### src/rtl/pfbs_pkg.sv
package pfbs_pkg;

    localparam int NCH = 8;

    localparam int CH_MAIN_L = 0;
    localparam int CH_MAIN_R = 1;
    localparam int CH_AUX_LR = 2;
    localparam int CH_AUX_LF = 3;
    localparam int CH_AUX_RR = 4;
    localparam int CH_AUX_RF = 5;
    localparam int CH_SR_P   = 6;
    localparam int CH_SR_N   = 7;

    typedef enum logic [1:0] {
        K_MAIN,
        K_AUX,
        K_SR
    } chan_kind_e;

    // Fold a value in [-p, 3p) into [0, p).
    function automatic int wrap_period(int x, int p);
        int r;
        r = x;
        if (r < 0)  r = r + p;
        if (r >= p) r = r - p;
        if (r >= p) r = r - p;
        return r;
    endfunction

endpackage

### src/rtl/pfbs_timebase.sv
module pfbs_timebase #(
    parameter int PERIOD = 1000,
    parameter int CNT_W  = 10,
    parameter int PH_MIN = 1,
    parameter int PH_MAX = 500
) (
    input  logic             clk,
    input  logic             rst_n,
    input  logic             en,
    input  logic [CNT_W-1:0] phase_in,
    output logic [CNT_W-1:0] cnt,
    output logic [CNT_W-1:0] phase
);

    typedef struct packed {
        logic [CNT_W-1:0] cnt;
        logic [CNT_W-1:0] ph;
    } tb_state_t;

    tb_state_t        st_d, st_q;
    logic [CNT_W-1:0] ph_clamped;

    always_comb begin
        ph_clamped = phase_in;
        if (phase_in < CNT_W'(PH_MIN)) begin
            ph_clamped = CNT_W'(PH_MIN);
        end else if (phase_in > CNT_W'(PH_MAX)) begin
            ph_clamped = CNT_W'(PH_MAX);
        end

        st_d = st_q;
        if (!en) begin
            st_d.cnt = '0;
            st_d.ph  = ph_clamped;
        end else if (st_q.cnt == CNT_W'(PERIOD - 1)) begin
            st_d.cnt = '0;
            st_d.ph  = ph_clamped;
        end else begin
            st_d.cnt = st_q.cnt + 1'b1;
        end
    end

    always_ff @(posedge clk or negedge rst_n) begin
        if (!rst_n) begin
            st_q.cnt <= '0;
            st_q.ph  <= CNT_W'(PH_MIN);
        end else begin
            st_q <= st_d;
        end
    end

    assign cnt   = st_q.cnt;
    assign phase = st_q.ph;

endmodule

### src/rtl/pfbs_edge_plan.sv
module pfbs_edge_plan
    import pfbs_pkg::*;
#(
    parameter int PERIOD  = 1000,
    parameter int CNT_W   = 10,
    parameter int SR_LEAD = 20,
    parameter int DT_FB   = 30,
    parameter int DT_AUX  = 10,
    parameter int DT_SR   = 15,
    parameter int AUX_ON  = 60,
    parameter int COMP_W  = 8,
    parameter logic [NCH*COMP_W-1:0] COMP_HI_ON  = '0,
    parameter logic [NCH*COMP_W-1:0] COMP_HI_OFF = '0,
    parameter logic [NCH*COMP_W-1:0] COMP_LO_ON  = '0,
    parameter logic [NCH*COMP_W-1:0] COMP_LO_OFF = '0
) (
    input  logic [CNT_W-1:0]          phase,
    output logic [NCH-1:0][CNT_W-1:0] hi_on,
    output logic [NCH-1:0][CNT_W-1:0] hi_off,
    output logic [NCH-1:0][CNT_W-1:0] lo_on,
    output logic [NCH-1:0][CNT_W-1:0] lo_off
);

    localparam int HALF = PERIOD / 2;

    always_comb begin
        int         ph;
        int         anc;
        int         stop;
        int         e_hon;
        int         e_hoff;
        int         e_lon;
        int         e_loff;
        chan_kind_e kind;

        ph = int'(phase);
        for (int ch = 0; ch < NCH; ch++) begin
            kind = K_MAIN;
            anc  = SR_LEAD;
            stop = ph;
            case (ch)
                CH_MAIN_L: begin kind = K_MAIN; anc = SR_LEAD;             end
                CH_MAIN_R: begin kind = K_MAIN; anc = ph + SR_LEAD;        end
                CH_AUX_LR: begin kind = K_AUX;  anc = SR_LEAD;             end
                CH_AUX_LF: begin kind = K_AUX;  anc = SR_LEAD + HALF;      end
                CH_AUX_RR: begin kind = K_AUX;  anc = ph + SR_LEAD;        end
                CH_AUX_RF: begin kind = K_AUX;  anc = ph + SR_LEAD + HALF; end
                CH_SR_P:   begin kind = K_SR;   anc = SR_LEAD;        stop = ph;        end
                CH_SR_N:   begin kind = K_SR;   anc = SR_LEAD + HALF; stop = ph + HALF; end
                default:   ;
            endcase

            case (kind)
                K_MAIN: begin
                    e_hon  = anc + DT_FB;
                    e_hoff = anc + HALF;
                    e_lon  = anc + HALF + DT_FB;
                    e_loff = anc + PERIOD;
                end
                K_AUX: begin
                    e_hon  = anc;
                    e_hoff = anc + AUX_ON;
                    e_lon  = anc + AUX_ON + DT_AUX;
                    e_loff = anc + PERIOD - DT_AUX;
                end
                default: begin
                    e_hon  = anc + DT_SR;
                    e_hoff = stop;
                    e_lon  = stop + DT_SR;
                    e_loff = anc + PERIOD;
                end
            endcase

            hi_on[ch]  = CNT_W'(wrap_period(e_hon  - int'(COMP_HI_ON [ch*COMP_W +: COMP_W]), PERIOD));
            hi_off[ch] = CNT_W'(wrap_period(e_hoff - int'(COMP_HI_OFF[ch*COMP_W +: COMP_W]), PERIOD));
            lo_on[ch]  = CNT_W'(wrap_period(e_lon  - int'(COMP_LO_ON [ch*COMP_W +: COMP_W]), PERIOD));
            lo_off[ch] = CNT_W'(wrap_period(e_loff - int'(COMP_LO_OFF[ch*COMP_W +: COMP_W]), PERIOD));
        end
    end

endmodule

### src/rtl/pfbs_pair_gate.sv
module pfbs_pair_gate #(
    parameter int CNT_W = 10
) (
    input  logic [CNT_W-1:0] cnt,
    input  logic [CNT_W-1:0] hi_on,
    input  logic [CNT_W-1:0] hi_off,
    input  logic [CNT_W-1:0] lo_on,
    input  logic [CNT_W-1:0] lo_off,
    output logic             hi,
    output logic             lo
);

    // Cyclic window [r, f): empty when r == f, wraps when r > f.
    function automatic logic in_window(logic [CNT_W-1:0] c,
                                       logic [CNT_W-1:0] r,
                                       logic [CNT_W-1:0] f);
        if (r == f) return 1'b0;
        if (r < f)  return (c >= r) && (c < f);
        return (c >= r) || (c < f);
    endfunction

    logic hi_want;
    logic lo_want;

    assign hi_want = in_window(cnt, hi_on, hi_off);
    assign lo_want = in_window(cnt, lo_on, lo_off);

    // Interlock: a conflicting request drops both lines.
    assign hi = hi_want & ~lo_want;
    assign lo = lo_want & ~hi_want;

endmodule

### src/rtl/psfb_gate_seq.sv
module psfb_gate_seq
    import pfbs_pkg::*;
#(
    parameter int PERIOD  = 1000,
    parameter int SR_LEAD = 20,
    parameter int DT_FB   = 30,
    parameter int DT_AUX  = 10,
    parameter int DT_SR   = 15,
    parameter int AUX_ON  = 60,
    parameter int COMP_W  = 8,
    parameter logic [NCH*COMP_W-1:0] COMP_HI_ON  = {NCH{COMP_W'(6)}},
    parameter logic [NCH*COMP_W-1:0] COMP_HI_OFF = {NCH{COMP_W'(4)}},
    parameter logic [NCH*COMP_W-1:0] COMP_LO_ON  = {NCH{COMP_W'(6)}},
    parameter logic [NCH*COMP_W-1:0] COMP_LO_OFF = {NCH{COMP_W'(4)}},
    localparam int CNT_W = $clog2(PERIOD)
) (
    input  logic             clk,
    input  logic             rst_n,
    input  logic             en,
    input  logic [CNT_W-1:0] phase_in,
    output logic [NCH-1:0]   gate_hi,
    output logic [NCH-1:0]   gate_lo
);

    localparam int HALF   = PERIOD / 2;
    localparam int PH_MIN = SR_LEAD + DT_SR + 1;
    localparam int PH_MAX = HALF;

    typedef struct packed {
        logic [NCH-1:0] hi;
        logic [NCH-1:0] lo;
    } drv_t;

    logic [CNT_W-1:0]          tb_cnt;
    logic [CNT_W-1:0]          tb_ph;
    logic [NCH-1:0][CNT_W-1:0] e_hi_on, e_hi_off, e_lo_on, e_lo_off;
    logic [NCH-1:0]            hi_req, lo_req;
    drv_t                      drv_d, drv_q;

    pfbs_timebase #(
        .PERIOD (PERIOD),
        .CNT_W  (CNT_W),
        .PH_MIN (PH_MIN),
        .PH_MAX (PH_MAX)
    ) u_timebase (
        .clk      (clk),
        .rst_n    (rst_n),
        .en       (en),
        .phase_in (phase_in),
        .cnt      (tb_cnt),
        .phase    (tb_ph)
    );

    pfbs_edge_plan #(
        .PERIOD      (PERIOD),
        .CNT_W       (CNT_W),
        .SR_LEAD     (SR_LEAD),
        .DT_FB       (DT_FB),
        .DT_AUX      (DT_AUX),
        .DT_SR       (DT_SR),
        .AUX_ON      (AUX_ON),
        .COMP_W      (COMP_W),
        .COMP_HI_ON  (COMP_HI_ON),
        .COMP_HI_OFF (COMP_HI_OFF),
        .COMP_LO_ON  (COMP_LO_ON),
        .COMP_LO_OFF (COMP_LO_OFF)
    ) u_plan (
        .phase  (tb_ph),
        .hi_on  (e_hi_on),
        .hi_off (e_hi_off),
        .lo_on  (e_lo_on),
        .lo_off (e_lo_off)
    );

    for (genvar g = 0; g < NCH; g++) begin : g_pair
        pfbs_pair_gate #(
            .CNT_W (CNT_W)
        ) u_pair (
            .cnt    (tb_cnt),
            .hi_on  (e_hi_on[g]),
            .hi_off (e_hi_off[g]),
            .lo_on  (e_lo_on[g]),
            .lo_off (e_lo_off[g]),
            .hi     (hi_req[g]),
            .lo     (lo_req[g])
        );
    end

    always_comb begin
        drv_d.hi = en ? hi_req : '0;
        drv_d.lo = en ? lo_req : '0;
    end

    always_ff @(posedge clk or negedge rst_n) begin
        if (!rst_n) begin
            drv_q <= '0;
        end else begin
            drv_q <= drv_d;
        end
    end

    assign gate_hi = drv_q.hi;
    assign gate_lo = drv_q.lo;

endmodule


### config.mk
export PLATFORM = sky130hd
export DESIGN_NAME = psfb_gate_seq
export DESIGN_NICKNAME = d
export VERILOG_FILES = /design/src/rtl/pfbs_pkg.sv /design/src/rtl/pfbs_timebase.sv /design/src/rtl/pfbs_edge_plan.sv /design/src/rtl/pfbs_pair_gate.sv /design/src/rtl/psfb_gate_seq.sv
export SDC_FILE = /design/constraint.sdc
export NUM_CORES = 1
export LEC_CHECK = 0
export BUFFER_PORTS_ARGS = -buffer_cell sky130_fd_sc_hd__buf_2
export CORE_MARGIN = 5
export CORE_UTILIZATION = 35
export CTS_BUF_LIST = sky130_fd_sc_hd__clkbuf_4 sky130_fd_sc_hd__clkbuf_8 sky130_fd_sc_hd__clkbuf_16
export DETAILED_ROUTE_END_ITERATION = 12
export PLACE_DENSITY = 0.52
export SYNTH_ARGS = -nofsm -noshare
export SYNTH_HDL_FRONTEND = slang
export SYNTH_HIERARCHICAL = 1
export SYNTH_SLANG_ARGS = --single-unit
### constraint.sdc
create_clock -name clk -period 9.6 [get_ports clk]
set_input_delay 0.96 -clock clk [delete_from_list [all_inputs] [get_ports clk]]
set_output_delay 0.96 -clock clk [all_outputs]
set_load 0.03 [all_outputs]
-- Yosys cells after proc, flatten, opt, wreduce, memory -nomap -nowiden
Cells that the tools add are included.
- flip-flop bits (word level): 36
- bits of input ports: 13
- logic and storage cells: 369
- add/sub/neg operators: 80
- order comparisons: 90
- equality and inequality tests: 12
- multiplexer cells: 125
- bitwise gates (word level): 32
- reductions and logical operators: 26
- operators by type and width (operator ; number):
    32-bit by 11-bit greater-or-equal comparator with 1-bit output (second input constant) ; 32
    32-bit 2-to-1 mux ; 32
    32-bit by 11-bit adder with 32-bit output (second input constant) ; 18
    32-bit by 1-bit less-than comparator with 1-bit output (second input constant) ; 16
    32-bit by 11-bit subtractor with 32-bit output (second input constant) ; 16
    32-bit by 4-bit subtractor with 32-bit output (second input constant) ; 15
    10-bit 2-to-1 mux ; 20
    10-bit by 6-bit subtractor with 10-bit output (second input constant) ; 16
    10-bit less-than comparator ; 14
    32-bit by 5-bit adder with 32-bit output (second input constant) ; 3
    10-bit greater-or-equal comparator ; 8
    1-bit 2-to-1 mux ; 70
    32-bit by 6-bit adder with 32-bit output (second input constant) ; 2
    32-bit by 7-bit adder with 32-bit output (second input constant) ; 2
    32-bit by 5-bit subtractor with 32-bit output (second input constant) ; 2
    10-bit == test ; 6
    10-bit greater-or-equal comparator (second input constant) ; 4
    32-bit by 10-bit adder with 32-bit output (second input constant) ; 1
    10-bit less-than comparator (second input constant) ; 3
    10-bit == test (second input constant) ; 2
    10-bit by 5-bit less-than comparator with 1-bit output (second input constant) ; 2
    20-bit 2-to-1 mux ; 1
    1-bit bitwise AND ; 16
    8-bit 2-to-1 mux ; 2
    other kinds (23) ; 62

-- Depth between registers and ports, before layout
- depth after elaboration: 19
- depth in mapped cells: 45
- gate-level depth less buffers: 38

-- Hierarchy
The synthesis kept the hierarchy.
- by module, submodules not included (module ; instances ; cells each ; area each (sq um)):
    pfbs_edge_plan ; 1 ; 2151 ; 14789.2
    pfbs_pair_gate ; 8 ; 178 ; 1395.1
    pfbs_timebase ; 1 ; 93 ; 1018.5
    psfb_gate_seq ; 1 ; 33 ; 526.8

-- Worst setup path before layout
OpenSTA, ideal clock, no wires.
- path type: reg-to-reg
- start point: register u_timebase.st_q (netlist bit u_timebase/phase[2])
- end point: register drv_q (netlist bit gate_lo[4])
- library setup time: 0.120 ns
- data arrival time: 8.853 ns
- setup slack: 0.627 ns
- stages on the path, launching flop included: 45
- buffers on the path: 7
- period minus slack after synthesis: 8.973 ns
- path through: dfstp_2 > buf_2 > buf_2 > inv_1 > ha_1 > clkbuf_1 > buf_1 > buf_1 > inv_1 > ha_1 > clkbuf_1 > nor2b_1 > o31ai_1 > or4_4 > or2_1 > buf_2 > nor2_1 > nor2_1 > [... 9 more ...] > a21oi_1 > ha_1 > o211a_1 > o2111ai_1 > a31oi_1 > a41oi_2 > nor3_2 > nand2_1 > xnor3_1 > ha_1 > nand4_1 > nor3_2 > a21oi_1 > o211a_1 > maj3_2 > a31oi_1 > nor4_2 > and2_2
- RTL lines (what ; line ; text):
    start, declared ; pfbs_timebase.sv:20 ; tb_state_t st_d, st_q;
    start signal, assigned ; pfbs_timebase.sv:48 ; st_q <= st_d;
    end signal, assigned ; psfb_gate_seq.sv:98 ; drv_q <= drv_d;
    end, declared ; psfb_gate_seq.sv:38 ; drv_t drv_d, drv_q;

==> run_results.csv <==
group,metric,value,unit
routing,vias_per_cell,5.41,
logic_synthesis,synthesis.yosys.warnings,6,
logic_synthesis,synth_top_area_share,26.4,%
logic_synthesis,post_syn_area,27500,um^2
logic_synthesis,synth.distinct_cells,139,
sta,report.final.hold_viol_count,0,
logic_synthesis,most_used_flip_flop_cell_after_synthesis,"dfrtp_1",
global_route,antenna_found_initial,2,
setup_path,worst_path_largest_cell_delay,0.65,ns
sta,min_period_over_period,92.3,%
run_status,outcome,"complete, no violations",
routing,drt_pre_antenna_iters,8,
sta,max_slew_margin,33.9,%
routing,dr_total_vias,25500,
global_route,via_count_of_the_first_global_routing_pass,24100,
clock_network,clock-root-buffer,"clkbuf_16",
global_route,grt_pass1_wl,132000,um
sta,max_clock_freq,0.113,GHz
setup_path,cp_data_required_time,9.85,ns
logic_synthesis,synth_sequential_area_ratio,3.29,%
final_layout,num_antenna_cells,0,
clock_network,clockBufferDepth,2,
floorplan,design.die.area,84300,um^2
final_layout,fraction_of_final_layout_cells_sized_beyond_drive_strength_1,7.62,%
setup_path,critical_path_arrival,9.11,ns
final_layout,fill_cells,8284,
global_route,grt_overflow,0,
sta,grt_setup_unrepaired,"no",
floorplan,die_w,290,um
logic_synthesis,synth_top_area_cell,"ha_1",
placement,port_buffers,28,
sta,skew,0.00914,ns
setup_path,setup.reg_to_reg.worst_slack,0.74,ns
routing,drt-total-wl,82600,um
sta,final.setup.tns,0,ns
logic_synthesis,synth_cell_count_leaders,"ha_1, inv_1, nor2_1, nand2_1, a21oi_1",
setup_path,setup.worst_path.start_class,"flop",
global_route,grt_start_max_net_pins,37,
clock_network,cts_tree,"built",
logic_synthesis,synth_edf_count,0,
power,power_frac_comb,92.1,%
power,power.share.clock,4.1,%
final_layout,area_of_the_multi_input_gates,23700,um^2
sta,min_period,8.86,ns
routing,detailedRoute.firstIterationViolations,1647,
sta,worst_hold_check_slack,0.662,ns
setup_path,worst-path-max-fanout,11,
sta,setup_violations,0,
setup_path,setup.worst_path.end_class,"flop",
power,switching_share,58.4,%
global_route,grtUsageTotal,18.7,%
final_layout,finalCoreUtilization,36.3,%
routing,wire_per_inst,17.5,um
power,max_rail_drop_vdd,0.109,mV
logic_synthesis,synth_async_sr_flop_share,100,%
clock_network,clk_transition_reported_paths,0.07,ns
setup_path,critPathLaunch,"u_timebase/phase[3]",
power,p_int,2140,uW
logic_synthesis,netlist_top_cells_area,"ha_1, xnor2_1, buf_4, inv_1, a21oi_1",
setup_path,cpMaxStageDelayCell,"dfrtp_1",
floorplan,io_pins,29,
floorplan,rows,102,
min_path,hp-class,"flop to flop",
setup_path,criticalPathCategory,"flop to flop",
placement,sum_of_net_half_perimeters_after_detailed_placement,66100,um
routing,drt.antenna.violating_nets,0,
final_layout,layout.nets,4267,
min_path,critical_hold_path_startpoint,"u_timebase/cnt[0]",
floorplan,core_footprint,77700,um^2
placement,routabilityCongestion,0.933,
routing,detail_route.drc_violations,0,
clock_network,worstSkewPairLatency,0.31,ns
logic_synthesis,synthMostInstantiatedCell,"ha_1",
clock_network,cts_post_setup_buffers_inserted,0,
power,power.static_leakage,0.0138,uW
setup_path,timing.rr.start,"u_timebase/phase[3]",
logic_synthesis,synth_seq_cells,36,
power,power-per-cell-area,182,nW/um^2
setup_path,critPathMostFrequentCell,"ha_1",
power,seq_power_share,3.8,%
clock_network,postCtsHoldBufs,0,
sta,tightest_slew,0.984,ns
clock_network,number_of_resized_instances_in_the_post_cts_repair_step,0,
floorplan,initial_core_util,35.4,%
final_layout,total_area_of_sequential_cells,918,um^2
sta,slew_violations,0,
floorplan,die_h,290,um
logic_synthesis,syn_avg_cell_area,7.43,um^2
sta,fin_ws,0.743,ns
clock_network,clkSinkCount,36,
flow_run,max-cap-violations,0,
logic_synthesis,synth_cells,3701,
placement,placement.setup.worst_slack,0.944,ns
clock_network,cts_inserted_buffers,5,
power,net-switching-power,3000,uW
clock_network,cts_max_level,2,
final_layout,flow.area_growth_from_synthesis,2.64,%
-- per-layer routing --
metal	part of all wire [%]	GRT usage, %	wire length [um]
met1	47	25.3	38400
met2	47	32.9	38500
met3	4.7	1.28	3850
met4	2.2	4.13	1830
met5	0.0085	0	7
-- critical path, delay by kind of cell (launching register included) --
family	cells	cell delay [ns]
XOR/XNOR	2	0.59
AO/OA/AOI/OAI	12	2.29
adder cells (fa/ha/maj)	6	1.87
flip-flops	1	0.65
AND/OR/NAND/NOR	12	2.65
buffers and inverters	3	0.52
multiplexers	1	0.22
-- state kept, by name, indices dropped and copies added (netlist names) --
signal            cells
gate_hi               8
gate_lo               8
u_timebase/cnt       10
u_timebase/phase     10
-- power groups by stage --
| stage | combinational [uW] | sequential [uW] | clock, uW |
|---|---|---|---|
| 2_1_floorplan | 3670 | 211 | 0 |
| 3_3_place_gp | 4640 | 199 | 0 |
| 3_5_place_dp | 4670 | 198 | 0 |
| 4_1_cts | 4700 | 195 | 219 |
| 5_1_grt | 5340 | 197 | 221 |
| 6_report | 4730 | 195 | 209 |
-- layout make-up --
type,instances,area share [%]
inverter,416,5.54
clock buffer,5,0.443
clock inverter,3,0.151
timing repair buffer,81,1.91
tap,1040,4.61
multi-input combinational,3134,84.1
sequential,36,3.25
-- final timing paths --
path / endpoint / cells after the start
setup / recovery: gate_hi[4] / 36
hold / removal: u_timebase/cnt[0] / 2
setup reg to reg: gate_hi[4] / 36
hold reg to reg: u_timebase/cnt[0] / 2
max in group asynchronous: u_timebase/cnt[4] / 2
min in group asynchronous: gate_lo[4] / 2
-- placed cells by master, fill, tap and decap left out, types with 50 or more instances in the layout --
| master | instances |
|---|---|
| nand4_1 | 50 |
| conb_1 | 183 |
| o21ai_0 | 121 |
| ha_1 | 580 |
| a31oi_1 | 81 |
| nand3_1 | 81 |
| xnor2_1 | 203 |
| a21o_1 | 94 |
| inv_1 | 409 |
| nor2_1 | 270 |
| nand2_1 | 247 |
| nor3_1 | 86 |
| buf_4 | 53 |
| nand2b_1 | 60 |
| a21oi_1 | 214 |
| xor2_1 | 57 |
-- through the flow --
step	cells	area (um^2)	power (uW)
after CTS	4715	28200	5110
after global routing	4715	28200	5760
final	4715	28200	5140
after floorplan	3882	28200	3880
after detailed placement	4707	28100	4870
after global placement	4707	28100	4840
-- logic make-up (layout without fill, tap and decap cells) --
logic type | after synthesis | count (layout) | synth area share (%)
other | 2 | 183 | 0.0273
XOR/XNOR | 276 | 276 | 9.38
flip-flops | 36 | 36 | 3.29
AND/OR/NAND/NOR | 1081 | 1081 | 20.7
multiplexers | 52 | 52 | 1.99
AO/OA/AOI/OAI | 954 | 954 | 25.0
buffers and inverters | 712 | 505 | 12.9
adder cells (fa/ha/maj) | 588 | 588 | 26.7
No activity file was read; power rests on OpenSTA's default activity.
